$ cat config.mk
export PLATFORM = sky130hd
export DESIGN_NAME = rte_restore_seq
export DESIGN_NICKNAME = d
export VERILOG_FILES = /design/src/rtl/rte_pkg.sv /design/src/rtl/rte_frame_decode.sv /design/src/rtl/rte_addr_gen.sv /design/src/rtl/rte_ctx_regs.sv /design/src/rtl/rte_restore_seq.sv
export SDC_FILE = /design/constraint.sdc
export NUM_CORES = 1
export LEC_CHECK = 0
export BUFFER_PORTS_ARGS = -buffer_cell sky130_fd_sc_hd__buf_2
export CELL_PAD_IN_SITES_DETAIL_PLACEMENT = 1
export CELL_PAD_IN_SITES_GLOBAL_PLACEMENT = 2
export CORE_UTILIZATION = 38
export DETAILED_ROUTE_END_ITERATION = 7
export GPL_TIMING_DRIVEN = 1
export MAX_ROUTING_LAYER = met4
export PLACE_DENSITY = 0.95
export SYNTH_ARGS = -nofsm -noshare
export SYNTH_HDL_FRONTEND = slang
export SYNTH_SLANG_ARGS = --single-unit
$ cat constraint.sdc
create_clock -name clk -period 7.7 [get_ports clk]
set_clock_uncertainty 0.15 [all_clocks]
set_input_delay 1.54 -clock clk [delete_from_list [all_inputs] [get_ports clk]]
set_output_delay 1.54 -clock clk [all_outputs]
set_load 0.02 [all_outputs]
$ cat src/rtl/rte_pkg.sv
package rte_pkg;

  localparam logic [3:0] FMT_SHORT = 4'h0;
  localparam logic [3:0] FMT_LONG  = 4'h2;
  localparam logic [3:0] FMT_FAULT = 4'hC;

  localparam logic [3:0] OFS_SR  = 4'd0;
  localparam logic [3:0] OFS_PCH = 4'd2;
  localparam logic [3:0] OFS_PCL = 4'd4;
  localparam logic [3:0] OFS_FMT = 4'd6;
  localparam logic [3:0] OFS_VER = 4'd8;

  typedef enum logic [1:0] {
    FR_SHORT = 2'd0,
    FR_LONG  = 2'd1,
    FR_FAULT = 2'd2,
    FR_BAD   = 2'd3
  } frame_kind_e;

  typedef enum logic [2:0] {
    ST_IDLE = 3'd0,
    ST_FMT  = 3'd1,
    ST_VER  = 3'd2,
    ST_SR   = 3'd3,
    ST_PCH  = 3'd4,
    ST_PCL  = 3'd5
  } seq_state_e;

  function automatic logic [4:0] frame_bytes(frame_kind_e k);
    case (k)
      FR_SHORT: frame_bytes = 5'd8;
      FR_LONG:  frame_bytes = 5'd12;
      FR_FAULT: frame_bytes = 5'd24;
      default:  frame_bytes = 5'd0;
    endcase
  endfunction

endpackage

$ cat src/rtl/rte_frame_decode.sv
module rte_frame_decode
  import rte_pkg::*;
(
  input  logic [3:0]  code_i,
  output frame_kind_e kind_o
);

  always_comb begin
    case (code_i)
      FMT_SHORT: kind_o = FR_SHORT;
      FMT_LONG:  kind_o = FR_LONG;
      FMT_FAULT: kind_o = FR_FAULT;
      default:   kind_o = FR_BAD;
    endcase
  end

endmodule

$ cat src/rtl/rte_addr_gen.sv
module rte_addr_gen
  import rte_pkg::*;
#(
  parameter int AW = 24
) (
  input  logic [AW-1:0] base_i,
  input  seq_state_e    state_i,
  output logic [AW-1:0] addr_o
);

  logic [3:0] ofs;

  always_comb begin
    case (state_i)
      ST_FMT:  ofs = OFS_FMT;
      ST_VER:  ofs = OFS_VER;
      ST_SR:   ofs = OFS_SR;
      ST_PCH:  ofs = OFS_PCH;
      ST_PCL:  ofs = OFS_PCL;
      default: ofs = OFS_SR;
    endcase
  end

  assign addr_o = base_i + AW'(ofs);

endmodule

$ cat src/rtl/rte_ctx_regs.sv
module rte_ctx_regs #(
  parameter int AW = 24,
  parameter int DW = 16
) (
  input  logic            clk,
  input  logic            rst_n,
  input  logic            commit_i,
  input  logic [DW-1:0]   sr_d_i,
  input  logic [2*DW-1:0] pc_d_i,
  input  logic [AW-1:0]   ssp_d_i,
  output logic [DW-1:0]   sr_q_o,
  output logic [2*DW-1:0] pc_q_o,
  output logic [AW-1:0]   ssp_q_o
);

  always_ff @(posedge clk or negedge rst_n) begin
    if (!rst_n) begin
      sr_q_o  <= '0;
      pc_q_o  <= '0;
      ssp_q_o <= '0;
    end else if (commit_i) begin
      sr_q_o  <= sr_d_i;
      pc_q_o  <= pc_d_i;
      ssp_q_o <= ssp_d_i;
    end
  end

  // context registers hold whenever no commit was requested
  a_r8_hold_without_commit: assert property (@(posedge clk) disable iff (!rst_n)
    !commit_i |=> ($stable(sr_q_o) && $stable(pc_q_o) && $stable(ssp_q_o)));

endmodule

$ cat src/rtl/rte_restore_seq.sv
module rte_restore_seq
  import rte_pkg::*;
#(
  parameter int         AW      = 24,
  parameter int         DW      = 16,
  parameter logic [3:0] VERSION = 4'h1
) (
  input  logic            clk,
  input  logic            rst_n,
  input  logic            start_i,
  input  logic [AW-1:0]   ssp_i,
  output logic            rd_req_o,
  output logic [AW-1:0]   rd_addr_o,
  input  logic [DW-1:0]   rd_data_i,
  input  logic            rd_valid_i,
  output logic [DW-1:0]   sr_o,
  output logic [2*DW-1:0] pc_o,
  output logic [AW-1:0]   ssp_o,
  output logic            done_o,
  output logic            fmt_err_o
);

  localparam int CODE_LSB = DW - 4;

  seq_state_e    state_q, state_d;
  frame_kind_e   kind_q, kind_d, dec_kind;
  logic [AW-1:0] base_q, base_d;
  logic [DW-1:0] sr_buf_q, sr_buf_d;
  logic [DW-1:0] pch_buf_q, pch_buf_d;
  logic          done_q, done_d;
  logic          err_q, err_d;
  logic          commit;
  logic [3:0]    field_nib;

  assign field_nib = rd_data_i[DW-1:CODE_LSB];

  rte_frame_decode u_decode (
    .code_i (field_nib),
    .kind_o (dec_kind)
  );

  rte_addr_gen #(.AW(AW)) u_addr (
    .base_i  (base_q),
    .state_i (state_q),
    .addr_o  (rd_addr_o)
  );

  rte_ctx_regs #(.AW(AW), .DW(DW)) u_ctx (
    .clk      (clk),
    .rst_n    (rst_n),
    .commit_i (commit),
    .sr_d_i   (sr_buf_q),
    .pc_d_i   ({pch_buf_q, rd_data_i}),
    .ssp_d_i  (base_q + AW'(frame_bytes(kind_q))),
    .sr_q_o   (sr_o),
    .pc_q_o   (pc_o),
    .ssp_q_o  (ssp_o)
  );

  assign rd_req_o  = (state_q != ST_IDLE);
  assign done_o    = done_q;
  assign fmt_err_o = err_q;

  always_comb begin
    state_d   = state_q;
    kind_d    = kind_q;
    base_d    = base_q;
    sr_buf_d  = sr_buf_q;
    pch_buf_d = pch_buf_q;
    done_d    = 1'b0;
    err_d     = 1'b0;
    commit    = 1'b0;
    case (state_q)
      ST_IDLE: begin
        if (start_i) begin
          base_d  = ssp_i;
          state_d = ST_FMT;
        end
      end
      ST_FMT: begin
        if (rd_valid_i) begin
          kind_d = dec_kind;
          if (dec_kind == FR_BAD) begin
            done_d  = 1'b1;
            err_d   = 1'b1;
            state_d = ST_IDLE;
          end else if (dec_kind == FR_FAULT) begin
            state_d = ST_VER;
          end else begin
            state_d = ST_SR;
          end
        end
      end
      ST_VER: begin
        if (rd_valid_i) begin
          if (field_nib != VERSION) begin
            done_d  = 1'b1;
            err_d   = 1'b1;
            state_d = ST_IDLE;
          end else begin
            state_d = ST_SR;
          end
        end
      end
      ST_SR: begin
        if (rd_valid_i) begin
          sr_buf_d = rd_data_i;
          state_d  = ST_PCH;
        end
      end
      ST_PCH: begin
        if (rd_valid_i) begin
          pch_buf_d = rd_data_i;
          state_d   = ST_PCL;
        end
      end
      ST_PCL: begin
        if (rd_valid_i) begin
          commit  = 1'b1;
          done_d  = 1'b1;
          state_d = ST_IDLE;
        end
      end
      default: state_d = ST_IDLE;
    endcase
  end

  always_ff @(posedge clk or negedge rst_n) begin
    if (!rst_n) begin
      state_q   <= ST_IDLE;
      kind_q    <= FR_SHORT;
      base_q    <= '0;
      sr_buf_q  <= '0;
      pch_buf_q <= '0;
      done_q    <= 1'b0;
      err_q     <= 1'b0;
    end else begin
      state_q   <= state_d;
      kind_q    <= kind_d;
      base_q    <= base_d;
      sr_buf_q  <= sr_buf_d;
      pch_buf_q <= pch_buf_d;
      done_q    <= done_d;
      err_q     <= err_d;
    end
  end

  // done is a single-cycle pulse
  a_r9_done_pulse: assert property (@(posedge clk) disable iff (!rst_n)
    done_o |=> !done_o);

  // a rejection is always reported with done
  a_r6_err_with_done: assert property (@(posedge clk) disable iff (!rst_n)
    fmt_err_o |-> done_o);

  // address held while a read waits
  a_r10_addr_hold: assert property (@(posedge clk) disable iff (!rst_n)
    (rd_req_o && !rd_valid_i) |=> (rd_req_o && $stable(rd_addr_o)));

  // outputs move only on a successful finish
  a_r8_change_on_done: assert property (@(posedge clk) disable iff (!rst_n)
    (!$stable(ssp_o) || !$stable(sr_o) || !$stable(pc_o)) |-> (done_o && !fmt_err_o));

  // stack pointer advances by one of the legal frame sizes
  a_r5_ssp_step: assert property (@(posedge clk) disable iff (!rst_n)
    (done_o && !fmt_err_o) |-> ((ssp_o - base_q) == AW'(8) ||
                                (ssp_o - base_q) == AW'(12) ||
                                (ssp_o - base_q) == AW'(24)));

endmodule

==> After elaboration in Yosys (flattened, before gate mapping) <==
Cells that the tools add are included.
{ "totals": {"input_bits": 44, "elab_cells": 60, "register_bits": 135} }
{ "op_classes": {"n_eq_ne": 18, "mux": 21, "add_sub_neg": 2, "n_reduce_logical": 9} }
{ "op_table": {"columns": ["op", "count"], "rows": [
  ["$add 24x4->24", 1],
  ["$add 24x5->24", 1],
  ["$mux 3", 6],
  ["$pmux 3 s6", 1],
  ["$pmux 4 s4", 1],
  ["$pmux 5 s3", 1],
  ["$ne 2x2->1 const B", 6],
  ["$reduce_and 2->1", 4],
  ["$mux 1", 7],
  ["$eq 2x2->1 const B", 3],
  ["$eq 3x2->1 const B", 2],
  ["$eq 3x3->1 const B", 2],
  ["$pmux 2 s3", 1],
  ["$reduce_and 6->1", 1],
  ["$eq 4x2->1 const B", 1],
  ["$eq 4x4->1 const B", 1],
  ["$logic_not 4->1", 1],
  ["$mux 2", 2],
  ["$ne 4x1->1 const B", 1],
  ["$eq 3x1->1 const B", 1],
  ["$logic_not 3->1", 1],
  ["$pmux 1 s3", 1],
  ["$reduce_bool 3->1", 1],
  ["$eq 2x1->1 const B", 1],
  ["2 further kinds", 2]
]} }

==> Longest topological paths before layout <==
Gate-level depths: netlist of the first run.
{ "depth": {"ltp_word": 7, "depth_mapped": 12, "depth_no_buf": 10} }

==> Hierarchy <==
Synthesis of the first run repeated with hierarchy kept, for this count alone.
{ "hier_totals": {"cells_unflattened": 456, "hier_area_um2": 6605.1} }
{ "by_module_without_submodules": {"columns": ["mod", "n_inst", "seq_area_each_um2", "cells_per_inst", "area_each_um2"], "rows": [
  ["rte_restore_seq", 1, 1576.5, 228, 3042.9],
  ["rte_ctx_regs", 1, 1801.7, 152, 3026.7],
  ["rte_addr_gen", 1, 0.0, 73, 513.0],
  ["rte_frame_decode", 1, 0.0, 3, 22.5]
]} }

==> Worst setup path after synthesis of the first run <==
No wires, ideal clock.
{ "synth_path": {"path_kind": "register to output", "start": "register state_q[0]", "end": "output rd_addr_o[17]", "t_required_ps": 6010, "arrival_time_ps": 2703, "path_stages_with_launch": 13, "path_slack_ps": 3307, "cell_sequence": "dfrtp_1 > clkbuf_1 > clkbuf_1 > xnor2_1 > nor2_1 > ha_1 > inv_1 > fa_1 > nor2b_1 > o21ai_0 > nor2_1 > nand3_1 > xnor2_1"} }
{ "synth_between": {"elab_chain_cells": 3, "elab_cells_between_ends": 6} }
{ "synth_lines": {"columns": ["item", "line", "text"], "rows": [
  ["from (decl)", "rte_restore_seq.sv:25", "seq_state_e state_q, state_d;"],
  ["from (signal assigned)", "rte_restore_seq.sv:138", "state_q <= state_d;"],
  ["$eq 3x3->1 (tied with other cells)", "rte_addr_gen.sv:14", "case (state_i)"],
  ["$pmux 4 s4 *", "rte_addr_gen.sv:14", null],
  ["$add 24x4->24 *", "rte_addr_gen.sv:24", "assign addr_o = base_i + AW'(ofs);"],
  ["to (decl)", "rte_restore_seq.sv:13", "output logic [AW-1:0] rd_addr_o,"]
]} }
Every way passes the cells marked *; elsewhere a longest branch is shown, timed or not.

==> Worst setup path after layout of the first run <==
{ "layout_path": {"start": "register state_q[2]", "end": "output rd_addr_o[19]"} }
Same word-level chain as after synthesis.

==> metrics.txt, run 1 <==
Die X=128 um; WP data required=6010 ps; Starting DRT DRC Count=157; Power Dens Cells=434 nW/um2; YS warnings=0; Vias=4,274; Crit path buffers/inverters=2; worst hold stages=2; vias in the first global route=4,640; drt pass-1 iters=4; post-synth top area share=0.556; launch point of the worst path=state_q[2]; global placement routability congestion=0.796; clock buffer depth=2; Pint=0.00201 W; Slew @ Worst Pin=999 ps; Post-CTS Resized=0; final period utilization=0.685; commonest non-fill, non-tap cell in the layout=buf_2; I/O pin count=143; most frequent cells in the layout=buf_2 (141), dfrtp_1 (135), mux2_2 (103); CTS tree=built; initial antenna violation count=0; layout cells sized above 1=0.454; area delta synth->final=24.2%; CP Launch Type=flop; Synth Instances=490; clk sinks=135; Post-synth ARST share=1.00; Sw Share=0.387; post-route ant nets=0; Mapped Avg Cell Area=12.4 um2; RR Endpoint=u_ctx.pc_q_o[18]; leak pwr=3.64 nW; Setup TNS=0 ps; reg-to-reg slack, setup=4920 ps; HP Class=reg2reg; largest net degree at the start of global routing=76; Chip Height=128 um; Final Max Tran Viols=0; total CTS buffers=17; worst skew pair latency=420 ps; Synth area leaders=dfrtp_1 (56%), mux2_2 (19%), xnor2_1 (4.0%); Nets=680; Worst Hold End=u_ctx.ssp_q_o[16]; worst-path cell chain=xnor2_1 > nor2_1 > ha_1 > inv_1 > fa_1 > nor2b_1 > o21ai_0 > nor2_1 > nand3b_1 > xnor2_1 > buf_2; Combinational Power Share=0.368; Worst Path Max Fanout=12; Port Buffer Count=142; RSZ-0062 raised after global routing=false; Post-Syn Nets=542; sequential share of the synthesized area=0.556; maxcap violations=0; Final Util=0.489; ANT cells=0; first-pass GRT wire length=24.3 mm; Sw Pwr=0.00127 W; core area=15,400 um2; clock share of power=0.250; maximum clock rate=190 MHz; Setup CP Type=reg2out; min-delay src=u_ctx.ssp_q_o[16]; final setup fails=0; GRT overflow=0; crit-path max cell delay=640 ps; Routed WL=15.0 mm; worst path arrival time=3580 ps; Critical R2R Launch=state_q[1]; Slew headroom=0.332; Die Area=16,500 um2; CP max stage cell=dfrtp_1; synth unique cells=47; Seq pwr share=0.382; CP top delay family=simple AND/OR/NAND/NOR gates; register bit total from synthesis=135; HPWL after detailed placement=10.6 mm; fillers=1,677; Fin. Hold Viols=0; Worst R2R Path Depth=6; outcome=completed; hold_buf cts=0; starting density of the core=0.394; Top FF cell, synth=dfrtp_1; Row Count=45; VDD IR-drop max=221 uV; All-Layer GR Usage=0.200; wire length per cell=17.6 um; DRC Markers=0; Post-synth EDFFs=0; DR vias/cell=5.02; Crit. End Element=output pin; H-tree levels=4; Yosys top cell by area=dfrtp_1; CTS Root Cell=clkbuf_16; setup repair bufs after CTS=0; Reg clk slew, reported paths=60 ps; min Tclk post-route=5270 ps; Mapped Area=6070 um2
==> stage by stage <==
| stage | power, W | cell area (um2) | instances | hold WS [ps] | setup slack [ps] |
|---|---|---|---|---|---|
| final | 0.00328 | 7540 | 852 | 327 | 2430 |
| after global routing | 0.00348 | 7540 | 852 | 357 | 2190 |
| after CTS | 0.00331 | 7540 | 852 | 332 | 2390 |
| after detailed placement | 0.00247 | 6950 | 820 | 318 | 2940 |
| after global placement | 0.00241 | 6950 | 820 | 308 | 3230 |
| after floorplan | 0.00206 | 6070 | 490 | 325 | 3310 |
==> power by group through the flow <==
stage | logic, W | registers [W] | clock network, W
final | 0.00121 | 0.00125 | 0.000820
after global routing | 0.00131 | 0.00130 | 0.000866
after CTS | 0.00122 | 0.00126 | 0.000835
after detailed placement | 0.00121 | 0.00126 | 0
after global placement | 0.00117 | 0.00123 | 0
after floorplan | 0.000726 | 0.00133 | 0
==> kinds of logic after synthesis <==
family,synth area share
compound gates,0.0470
xor+xnor,0.0606
fa+ha+maj,0.0189
buf+inv,0.0334
flops,0.556
mux,0.191
simple gates,0.0931
==> flip-flops by register name (all words and copies together), names as in the netlist <==
name and cells:
base_q 24, done_o 1, fmt_err_o 1, kind_q 2, pch_buf_q 16, sr_buf_q 16
state_q 3, u_ctx.pc_q_o 32, u_ctx.sr_q_o 16, u_ctx.ssp_q_o 24
==> layout make-up <==
| type | instances | area, um2 | area share |
|---|---|---|---|
| Clock buffer | 20 | 457 | 0.0605 |
| Clock inverter | 12 | 141 | 0.0187 |
| Inverter | 12 | 45.0 | 0.00597 |
| Multi-Input combinational cell | 316 | 2510 | 0.333 |
| Sequential cell | 135 | 3380 | 0.448 |
| Tap cell | 211 | 264 | 0.0350 |
| Timing Repair Buffer | 146 | 747 | 0.0990 |
==> worst max-delay path by stage <==
stage | to | slack [ps] | cells past startpoint
2_1_floorplan | rd_addr_o[17] | 3310 | 12
3_3_place_gp | rd_addr_o[17] | 3230 | 11
3_5_place_dp | rd_addr_o[23] | 2940 | 11
4_1_cts | rd_addr_o[19] | 2390 | 11
5_1_grt | rd_addr_o[19] | 2190 | 11
6_report | rd_addr_o[19] | 2430 | 11
==> routing by layer <==
metal | global-route usage | vias to the layer above | part of all wire
met5 | - | - | 0
met4 | 0.0671 | 0 | 0.014
met2 | 0.318 | 144 | 0.48
met3 | 0.0678 | 23 | 0.072
met1 | 0.238 | 2138 | 0.44
li1 | - | 1969 | -
==> worst reg2reg max path, stage by stage, from the launching register on <==
cell and delay, ps:
dfrtp_1 540, inv_1 180, nand2_1 220, inv_2 100, nand3_4 400, buf_4 620
mux2_2 450
==> cell usage after synthesis (all sizes together) (3+ instances only) <==
cell type and count:
nor2 19, nor4 3, nand4 7, ha 6, mux2 103, and3 4
xor2 14, nand2 47, a21oi 10, or3 3, nand3 11, xnor2 28
nor3 6, clkbuf 11, buf 16, o21ai 28, dfrtp 135, nor2b 3
inv 12
Power figures use the tool's default switching activity.
==> run 2: changes to the inputs <==
--- a/config.mk
+++ b/config.mk
@@ -8,11 +8,11 @@
 export BUFFER_PORTS_ARGS = -buffer_cell sky130_fd_sc_hd__buf_2
 export CELL_PAD_IN_SITES_DETAIL_PLACEMENT = 1
 export CELL_PAD_IN_SITES_GLOBAL_PLACEMENT = 2
-export CORE_UTILIZATION = 38
+export CORE_UTILIZATION = 35
 export DETAILED_ROUTE_END_ITERATION = 7
 export GPL_TIMING_DRIVEN = 1
 export MAX_ROUTING_LAYER = met4
-export PLACE_DENSITY = 0.95
+export PLACE_DENSITY = 0.91
 export SYNTH_ARGS = -nofsm -noshare
 export SYNTH_HDL_FRONTEND = slang
 export SYNTH_SLANG_ARGS = --single-unit
==> constraint.sdc (replaced) <==
create_clock -name clk -period 5.2 [get_ports clk]
set_clock_uncertainty 0.15 [all_clocks]
set_input_delay 1.04 -clock clk [delete_from_list [all_inputs] [get_ports clk]]
set_output_delay 1.04 -clock clk [all_outputs]
set_load 0.02 [all_outputs]
==> metrics.txt, run 2 (synthesized netlist as in run 1, its figures left out) <==
worst skew pair latency=410 ps; VDD IR-drop max=374 uV; CP top delay family=simple AND/OR/NAND/NOR gates; DR vias/cell=4.94; Power Dens Cells=644 nW/um2; RSZ-0062 raised after global routing=false; Worst Hold End=u_ctx.ssp_q_o[15]; setup repair bufs after CTS=0; wire length per cell=17.8 um; CP max stage cell=dfrtp_1; DRC Markers=0; Finished Layout Cells=862; layout cells sized above 1=0.454; maxcap violations=0; Final Util=0.451; Reg clk slew, reported paths=60 ps; CTS tree=built; initial antenna violation count=1; outcome=completed; RR Endpoint=u_ctx.sr_q_o[11]; top flop regs=u_ctx.pc_q_o: 32 flops, base_q: 24 flops, u_ctx.ssp_q_o: 24 flops; Post-CTS Resized=0; drt pass-1 iters=4; first-pass GRT wire length=25.0 mm; clock buffer depth=2; Post-Place Cells=830; Starting DRT DRC Count=107; FF+latch area=3380 um2; hold_buf cts=0; Worst R2R Path Depth=6; leak pwr=3.66 nW; Slew @ Worst Pin=974 ps; final period utilization=0.870; Chip Height=134 um; post-route ant nets=0; worst path arrival time=3330 ps; Die Area=17,900 um2; H-tree levels=4; worst-path cell chain=xnor2_1 > nor2_1 > ha_1 > inv_1 > fa_1 > nor2b_1 > o21ai_0 > nor2_1 > nand3b_1 > xnor2_1 > buf_2; Setup TNS=0 ps; Die X=134 um; Multi-input gate area=2510 um2; core area=16,800 um2; reg-to-reg slack, setup=2380 ps; vias in the first global route=4,626; All-Layer GR Usage=0.188; Port Buffer Count=142; Most flops, register=u_ctx.pc_q_o; commonest non-fill, non-tap cell in the layout=buf_2; HP Class=reg2reg; GRT overflow=0; WP data required=4010 ps; area delta synth->final=24.5%; Setup CP Type=reg2out; Row Count=47; largest net degree at the start of global routing=107; total CTS buffers=17; Routed WL=15.3 mm; min-delay src=u_ctx.ssp_q_o[15]; Final Max Tran Viols=0; final setup fails=0; Crit. End Element=output pin; Crit path buffers/inverters=2; HPWL after detailed placement=10.7 mm; CTS Root Cell=clkbuf_16; worst hold stages=2; crit-path max cell delay=650 ps; global placement routability congestion=0.832; Vias=4,256; Fin. Hold Viols=0; maximum clock rate=221 MHz; starting density of the core=0.362; CP Launch Type=flop; I/O pin count=143; Critical R2R Launch=state_q[1]; most frequent cells in the layout=buf_2 (141), dfrtp_1 (135), mux2_2 (103); fillers=1,835; clk sinks=135; Nets=681; Slew headroom=0.351; max reg flops=32; Worst Path Max Fanout=14; min Tclk post-route=4520 ps
==> run 2: cell types whose count changed in the layout (fill, tap and decap cells not counted), sizes merged <==
cell / change
buf: +1
bufinv: +1
clkbuf: -1
clkinv: +5
clkinvlp: -3
diode: +1
inv: -3
==> run 2: how the worst max path moves through the flow <==
stage / startpoint / endpoint / slack, ps / depth (start not counted)
floorplan: state_q[0] / rd_addr_o[17] / 1310 / 12
global placement: state_q[2] / rd_addr_o[17] / 1230 / 11
detailed placement: state_q[0] / rd_addr_o[19] / 1040 / 11
CTS: state_q[2] / rd_addr_o[19] / 580 / 11
global route: state_q[2] / rd_addr_o[17] / 310 / 11
finish: state_q[0] / rd_addr_o[19] / 680 / 11
==> run 2: cell type report <==
type                    instances  share of cell area
flip-flops and latches        135               0.447
multi-input cells             316               0.332
repair buffers                147              0.0998
clock buffers                  19              0.0586
well taps                     220              0.0364
clock inverters                12              0.0202
inverters                      12             0.00596
diodes                          1            0.000331
==> run 2: worst register-to-register path: cells and delay by family (launching register included) <==
family                 cells  cell delay (ps)
multiplexers               1              440
flip-flops                 1              560
buffers and inverters      3              920
AND/OR/NAND/NOR            2              620
==> run 2: metrics by stage <==
stage / total power, W / instance area, um2 / setup slack [ps] / hold slack (ps)
after floorplan: 0.00305 / 6070 / 1310 / 325
after global placement: 0.00357 / 6970 / 1230 / 309
after detailed placement: 0.00368 / 6970 / 1040 / 321
after CTS: 0.00493 / 7560 / 576 / 334
after global routing: 0.00516 / 7560 / 314 / 348
final: 0.00487 / 7560 / 675 / 325
==> run 2: per-layer routing <==
layer | global-route usage | routed length (um) | share of wire | up-vias
li1 | - | - | - | 1972
met3 | 0.0586 | 885 | 0.058 | 19
met4 | 0.0549 | 208 | 0.014 | 0
met1 | 0.223 | 6670 | 0.44 | 2138
met5 | - | 0 | 0 | -
met2 | 0.305 | 7560 | 0.49 | 127
==> run 2: power by group <==
part | switching, W | internal (W) | leakage (nW)
registers | 0.000392 | 0.00147 | 1.72
logic | 0.00102 | 0.000769 | 1.65
clock network | 0.000455 | 0.000764 | 0.293
total | 0.00186 | 0.00301 | 3.66
